==> config.mk <==
export PLATFORM = sky130hd
export DESIGN_NAME = rom_pager
export DESIGN_NICKNAME = d
export VERILOG_FILES = /design/src/rtl/rom_pager_pkg.sv /design/src/rtl/bus_sync.sv /design/src/rtl/rom_select.sv /design/src/rtl/cycle_qual.sv /design/src/rtl/rom_pager.sv
export SDC_FILE = /design/constraint.sdc
export NUM_CORES = 1
export LEC_CHECK = 0
export ABC_CLOCK_PERIOD_IN_PS = 1500
export BUFFER_PORTS_ARGS = -buffer_cell sky130_fd_sc_hd__buf_4
export CAP_MARGIN = 20
export CORE_MARGIN = 5
export CORE_UTILIZATION = 49
export DETAILED_ROUTE_END_ITERATION = 12
export PLACE_DENSITY = 0.82
export SLEW_MARGIN = 25
export SYNTH_ARGS = -nofsm -noshare
export SYNTH_HDL_FRONTEND = slang
export SYNTH_SLANG_ARGS = --single-unit
==> constraint.sdc <==
create_clock -name clk_i -period 1.5 [get_ports clk_i]
set_input_delay 0.075 -clock clk_i [delete_from_list [all_inputs] [get_ports clk_i]]
set_output_delay 0.075 -clock clk_i [all_outputs]
set_load 0.03 [all_outputs]
==> src/rtl/rom_pager_pkg.sv <==
package rom_pager_pkg;
  typedef enum logic [1:0] {
    ST_IDLE  = 2'd0,
    ST_WAIT  = 2'd1,
    ST_DRIVE = 2'd2
  } cyc_state_e;
endpackage

==> src/rtl/bus_sync.sv <==
module bus_sync #(
  parameter int          W       = 1,
  parameter int          STAGES  = 2,
  parameter logic [W-1:0] RST_VAL = '0
) (
  input  logic         clk_i,
  input  logic         rst_ni,
  input  logic [W-1:0] d_i,
  output logic [W-1:0] q_o
);
  logic [W-1:0] stg [STAGES];

  for (genvar s = 0; s < STAGES; s++) begin : g_stage
    always_ff @(posedge clk_i or negedge rst_ni) begin
      if (!rst_ni) stg[s] <= RST_VAL;
      else if (s == 0) stg[s] <= d_i;
      else stg[s] <= stg[(s == 0) ? 0 : s-1];
    end
  end

  assign q_o = stg[STAGES-1];
endmodule

==> src/rtl/rom_select.sv <==
module rom_select #(
  parameter int                          ADDR_W   = 16,
  parameter int                          DATA_W   = 8,
  parameter int                          N_BANKS  = 2,
  parameter logic [N_BANKS*DATA_W-1:0]   BANK_IDS = {8'd7, 8'd6},
  parameter logic [ADDR_W-1:0]           SEL_PORT = 16'hDF00,
  parameter logic [DATA_W-1:0]           SEL_RST  = 8'hFF
) (
  input  logic              clk_i,
  input  logic              rst_ni,
  input  logic              iorq_i,
  input  logic              wr_i,
  input  logic [ADDR_W-1:0] addr_i,
  input  logic [DATA_W-1:0] data_i,
  output logic [DATA_W-1:0] sel_o,
  output logic              hit_o
);
  logic [DATA_W-1:0]  sel_q;
  logic [N_BANKS-1:0] match;
  logic               wr_hit;

  // full 16-bit decode, active-low strobes
  assign wr_hit = !iorq_i && !wr_i && (addr_i == SEL_PORT);

  always_ff @(posedge clk_i or negedge rst_ni) begin
    if (!rst_ni)     sel_q <= SEL_RST;
    else if (wr_hit) sel_q <= data_i;
  end

  for (genvar b = 0; b < N_BANKS; b++) begin : g_bank
    assign match[b] = (sel_q == BANK_IDS[b*DATA_W +: DATA_W]);
  end

  assign hit_o = |match;
  assign sel_o = sel_q;

  AST_SEL_HOLD: assert property (@(posedge clk_i) disable iff (!rst_ni)
    !wr_hit |=> $stable(sel_q));
endmodule

==> src/rtl/cycle_qual.sv <==
module cycle_qual
  import rom_pager_pkg::*;
#(
  parameter int SAMPLE_DLY = 3
) (
  input  logic clk_i,
  input  logic rst_ni,
  input  logic mreq_i,
  input  logic romen_i,
  input  logic rd_i,
  input  logic hit_i,
  output logic load_o,
  output logic drive_o
);
  localparam int CNT_W = $clog2(SAMPLE_DLY + 1);
  localparam logic [CNT_W-1:0] CNT_LAST = CNT_W'(SAMPLE_DLY - 1);

  cyc_state_e       state_q;
  logic [CNT_W-1:0] cnt_q;
  logic             mreq_d;
  logic             mreq_fall;
  logic             at_sample;
  logic             accept;

  assign mreq_fall = mreq_d && !mreq_i;
  assign at_sample = (state_q == ST_WAIT) && !mreq_i && (cnt_q == CNT_LAST);
  assign accept    = !romen_i && !rd_i && hit_i;

  always_ff @(posedge clk_i or negedge rst_ni) begin
    if (!rst_ni) mreq_d <= 1'b1;
    else         mreq_d <= mreq_i;
  end

  always_ff @(posedge clk_i or negedge rst_ni) begin
    if (!rst_ni) begin
      state_q <= ST_IDLE;
      cnt_q   <= '0;
    end else begin
      unique case (state_q)
        ST_IDLE: if (mreq_fall) begin
          state_q <= ST_WAIT;
          cnt_q   <= '0;
        end
        ST_WAIT: begin
          if (mreq_i)         state_q <= ST_IDLE;
          else if (at_sample) state_q <= accept ? ST_DRIVE : ST_IDLE;
          else                cnt_q   <= cnt_q + 1'b1;
        end
        ST_DRIVE: if (mreq_i) state_q <= ST_IDLE;
        default: state_q <= ST_IDLE;
      endcase
    end
  end

  assign load_o  = at_sample && accept;
  assign drive_o = (state_q == ST_DRIVE);

  AST_NO_EARLY: assert property (@(posedge clk_i) disable iff (!rst_ni)
    (state_q == ST_WAIT) && (cnt_q != CNT_LAST) |=> state_q != ST_DRIVE);
  AST_SHORT_CYCLE: assert property (@(posedge clk_i) disable iff (!rst_ni)
    (state_q == ST_WAIT) && mreq_i |=> state_q == ST_IDLE);
endmodule

==> src/rtl/rom_pager.sv <==
module rom_pager #(
  parameter int                        ADDR_W     = 16,
  parameter int                        DATA_W     = 8,
  parameter int                        ROM_AW     = 14,
  parameter int                        N_BANKS    = 2,
  parameter logic [N_BANKS*DATA_W-1:0] BANK_IDS   = {8'd7, 8'd6},
  parameter logic [ADDR_W-1:0]         SEL_PORT   = 16'hDF00,
  parameter logic [DATA_W-1:0]         SEL_RST    = 8'hFF,
  parameter int                        SYNC_STAGES = 2,
  parameter int                        SAMPLE_DLY = 3
) (
  input  logic              clk_i,
  input  logic              rst_ni,
  input  logic              mreq_ni,
  input  logic              romen_ni,
  input  logic              iorq_ni,
  input  logic              rd_ni,
  input  logic              wr_ni,
  input  logic [ADDR_W-1:0] addr_i,
  input  logic [DATA_W-1:0] data_i,
  output logic [DATA_W-1:0] data_o,
  output logic              data_oe_o
);
  localparam int CTL_W = 5;
  localparam int HI_W  = ROM_AW - DATA_W;

  logic [CTL_W-1:0]  ctl_s;
  logic [ADDR_W-1:0] addr_s;
  logic [DATA_W-1:0] din_s;
  logic              sync_mreq, sync_romen, sync_iorq, sync_rd, sync_wr;
  logic [DATA_W-1:0] sel;
  logic              sel_hit;
  logic              load, drive;
  logic [DATA_W-1:0] rom_byte;
  logic [DATA_W-1:0] data_q;

  bus_sync #(.W(CTL_W), .STAGES(SYNC_STAGES), .RST_VAL({CTL_W{1'b1}})) i_sync_ctl (
    .clk_i (clk_i),
    .rst_ni(rst_ni),
    .d_i   ({mreq_ni, romen_ni, iorq_ni, rd_ni, wr_ni}),
    .q_o   (ctl_s)
  );

  bus_sync #(.W(ADDR_W + DATA_W), .STAGES(SYNC_STAGES)) i_sync_bus (
    .clk_i (clk_i),
    .rst_ni(rst_ni),
    .d_i   ({addr_i, data_i}),
    .q_o   ({addr_s, din_s})
  );

  assign {sync_mreq, sync_romen, sync_iorq, sync_rd, sync_wr} = ctl_s;

  rom_select #(
    .ADDR_W(ADDR_W), .DATA_W(DATA_W), .N_BANKS(N_BANKS),
    .BANK_IDS(BANK_IDS), .SEL_PORT(SEL_PORT), .SEL_RST(SEL_RST)
  ) i_rom_select (
    .clk_i (clk_i),
    .rst_ni(rst_ni),
    .iorq_i(sync_iorq),
    .wr_i  (sync_wr),
    .addr_i(addr_s),
    .data_i(din_s),
    .sel_o (sel),
    .hit_o (sel_hit)
  );

  cycle_qual #(.SAMPLE_DLY(SAMPLE_DLY)) i_cycle_qual (
    .clk_i  (clk_i),
    .rst_ni (rst_ni),
    .mreq_i (sync_mreq),
    .romen_i(sync_romen),
    .rd_i   (sync_rd),
    .hit_i  (sel_hit),
    .load_o (load),
    .drive_o(drive)
  );

  // stand-in storage: computed fill, bank-dependent
  assign rom_byte = addr_s[DATA_W-1:0]
                  ^ (DATA_W'(addr_s[ROM_AW-1:DATA_W]) << (DATA_W - HI_W))
                  ^ sel;

  always_ff @(posedge clk_i or negedge rst_ni) begin
    if (!rst_ni)   data_q <= '0;
    else if (load) data_q <= rom_byte;
  end

  assign data_oe_o = drive;
  assign data_o    = drive ? data_q : '0;

  AST_RELEASE: assert property (@(posedge clk_i) disable iff (!rst_ni)
    $past(sync_mreq) |-> !data_oe_o);
  AST_ROMEN_QUAL: assert property (@(posedge clk_i) disable iff (!rst_ni)
    $rose(data_oe_o) |-> $past(!sync_romen));
  AST_HELD_BANK: assert property (@(posedge clk_i) disable iff (!rst_ni)
    $rose(data_oe_o) |-> $past(sel_hit));
  AST_DATA_STABLE: assert property (@(posedge clk_i) disable iff (!rst_ni)
    data_oe_o && $past(data_oe_o) |-> $stable(data_o));
endmodule

==> flow_summary_export.csv <==
group,metric,value,unit
synth,synth-seq-area-share,78.7,%
cells_and_area,antenna_cells,0,
placement,detailedPlace.worstSlack,-0.182,ns
die,die_w,82.1,µm
clocking,cts.reportedPaths.clkPinSlew,0.08,ns
grt,grt.overflow.total,0,
routing,detailroute.via_count,1466,
status,failed_checks,"negative setup slack",
routing,drt_first_pass_iters,4,
routing,met3_wirelength,196,µm
die,rows,26,
sta,max_slew.worst_pin.slew,0.430,ns
synth,number_of_enable_flip_flop_cells_after_synthesis,0,
routing,route.antenna.remaining_nets,0,
min_path,worstHoldPathType,"input pin to async pin",
sta,finalClockSkew,0.00633,ns
clocking,tritoncts.num_buffers,9,
routing,highest-signal-layer,"met4",
placement,detailed_place_hpwl,2700,µm
grt,grt_first_pass_wirelength,8220,µm
synth,synth_top_area_cell,"dfrtp_1",
routing,drt_iter0_drc,54,
setup_path,data_arrival_time_of_the_critical_path,1.91,ns
sta,timing.final.crit_share,113,%
pwr,design_power_total,4.21,mW
synth,synth.net_count,177,
clocking,cts.htree.levels,3,
clocking,cts.root.buffer_cell,"clkbuf_8",
run,cap_violations,0,
clocking,clock_sinks,79,
cells_and_area,final.fill_count,309,
grt,total_grt_usage,17.5,%
synth,synthesis.area_per_instance,17.5,µm²
cells_and_area,syn2layout_area_growth,45.9,%
synth,synth_most_common_cell,"dfrtp_1",
die,fp.dieArea,0.00673,mm²
die,dieHeight,82.1,µm
sta,maxSlewViolCount,0,
routing,drt_met1_wl,1970,µm
die,start_util,50.1,%
synth,netlist_top_cells_area,"dfrtp_1 (59%), dfstp_2 (20%), mux2_2 (7.1%)",
synth,postSynth.asyncResetShare,100,%
cells_and_area,final_area,0.00371,mm²
die,core_area,0.00507,mm²
sta,finalWorstPathRequiredPeriod,1.69,ns
synth,synth_warnings,0,
clocking,clk_latency,0.33,ns
sta,max_freq,0.591,GHz
die,num_io_pins,40,
pwr,vdd_ir_drop_max,0.000889,V
synth,netlist_top_cells_count,"dfrtp_1 (60), dfstp_2 (19), mux2_2 (16), xnor2_1 (12), and2_1 (8)",
cells_and_area,multi_input_area,627,µm²
pwr,power_density,1130,mW/mm²
grt,initial_antenna_violation_count,0,
routing,route.detailed.wl_per_inst,15.8,µm
sta,hold_violations,0,
cells_and_area,regArea,0.00200,mm²
routing,detailroute.wirelength.met2,2790,µm
sta,relSlewSlack,71.2,%
placement,port_buffers,39,
setup_path,worst-setup-path-type,"register to register",
sta,worst_slack,-0.192,ns
setup_path,worst-endpoint-required,1.72,ns
pwr,total_leakage_power,1.70,nW
clocking,cts-root-to-sink-buffers,2,
setup_path,setup.worst_path.start_class,"register",
synth,synthCells,145,
setup_path,setup.worst_path.end_class,"register",
routing,routed_via_density,4.58,
grt,pin_count_of_the_biggest_net_entering_global_routing,51,
setup_path,critical_path.max_fanout,8,
synth,synth.top_cell.area_share,59.0,%
routing,wl,5050,µm
cells_and_area,drive_gt1_share,47.6,%
sta,number_of_endpoints_failing_setup_at_the_final_stage,17,
grt,grt_pass1_vias,1609,
sta,rsz0062_at_grt,"yes",
synth,netlist_area,0.00254,mm²
placement,gp_congestion,0.699,
synth,post_synth_num_cell_types,24,
synth,synth_seq_cells,79,
placement,place_area,0.00308,mm²
clocking,cts_tree,"done",
cells_and_area,final_nets,277,
status,outcome,"complete, but fails checks",
routing,remaining_drc_errors,0,
synth,synthFlopType,"dfrtp_1",
sta,setup_total_negative_slack,-2.15,ns
-- cell families after synthesis --
group	synth area share (%)
xor+xnor	4.82
simple gates	7.33
fa+ha+maj	0.492
buf+inv	0.590
flops	78.7
compound gates	1.03
mux	7.08
-- metal layers --
metal  GRT usage, %  vias up
met5              0        -
met4           8.14        0
met2           30.5       40
met1           19.8      737
met3           5.04       11
li1               -      678
-- worst max-delay path: stages, from the launching register on --
cell	delay, ns
dfrtp_1	0.38
inv_1	0.07
ha_2	0.19
nor4b_4	0.23
and4_4	0.31
nand2_8	0.09
mux2_2	0.31
-- placed cells by master (no fill, tap or decap), types with 2 or more instances in the layout --
cell,n
inv_1,3
dfstp_2,19
mux2_2,7
nor2b_1,2
mux2_4,9
and2_1,8
clkinv_2,2
clkbuf_8,12
dfrtp_1,60
buf_6,4
dlygate4sd3_1,30
xnor2_1,12
buf_4,54
nor2_1,4
xor2_1,2
nor4b_4,2
-- state kept, by name (all words and copies together) (netlist names) --
register and cells:
i_rom_select.sel_o 8, i_cycle_qual.mreq_d 1, i_cycle_qual.state_q 2, i_sync_ctl.stg 5, i_cycle_qual.cnt_q 2, i_sync_bus.q_o 24, i_sync_ctl.q_o 5, data_q 8
i_sync_bus.stg 24
-- metrics by stage --
stage	utilization [%]	cells	hold slack, ns
global placement	60.7	269	0.0207
CTS	72.1	316	0.194
floorplan	-	145	-0.221
global route	73.1	320	0.269
detailed placement	60.7	269	0.0326
finish	73.1	320	0.249
-- area by class of cell --
cell class                      count  share of cell area, %
Multi-Input combinational cell     62                   16.9
Inverter                            3                  0.303
Tap cell                           70                   2.36
Sequential cell                    79                   53.9
Clock inverter                      3                   1.08
Clock buffer                       13                   4.55
Timing Repair Buffer               90                   20.9
-- power breakdown --
part           internal [mW]  total, mW  switching (mW)
clock                  0.901       1.60           0.701
sequential              2.24       2.29          0.0483
combinational          0.193      0.317           0.124
total                   3.33       4.21           0.873
-- worst paths after layout --
| path | from | end | slack (ns) | cells past startpoint |
|---|---|---|---|---|
| max reg2reg | i_cycle_qual.cnt_q[0] | data_q[4] | -0.19 | 6 |
| min | rst_ni | i_sync_bus.stg[30] | 0.25 | 2 |
| min reg2reg | i_sync_bus.stg[41] | i_sync_bus.q_o[17] | 0.35 | 0 |
| min in group clk_i | i_sync_bus.stg[41] | i_sync_bus.q_o[17] | 0.35 | 0 |
| max in group asynchronous | rst_ni | i_sync_ctl.q_o[2] | 0.63 | 3 |
| max | i_cycle_qual.cnt_q[0] | data_q[4] | -0.19 | 6 |
-- timing repair --
action                     4_1_cts  5_1_grt
pin swaps                        3        1
cloned                           0        1
resized for setup               14        8
setup buffers                    1        3
setup endpoints to repair       16       28
hold buffers                    30        0
hold endpoints to repair        58        0
(Power assumes the default switching activity.)
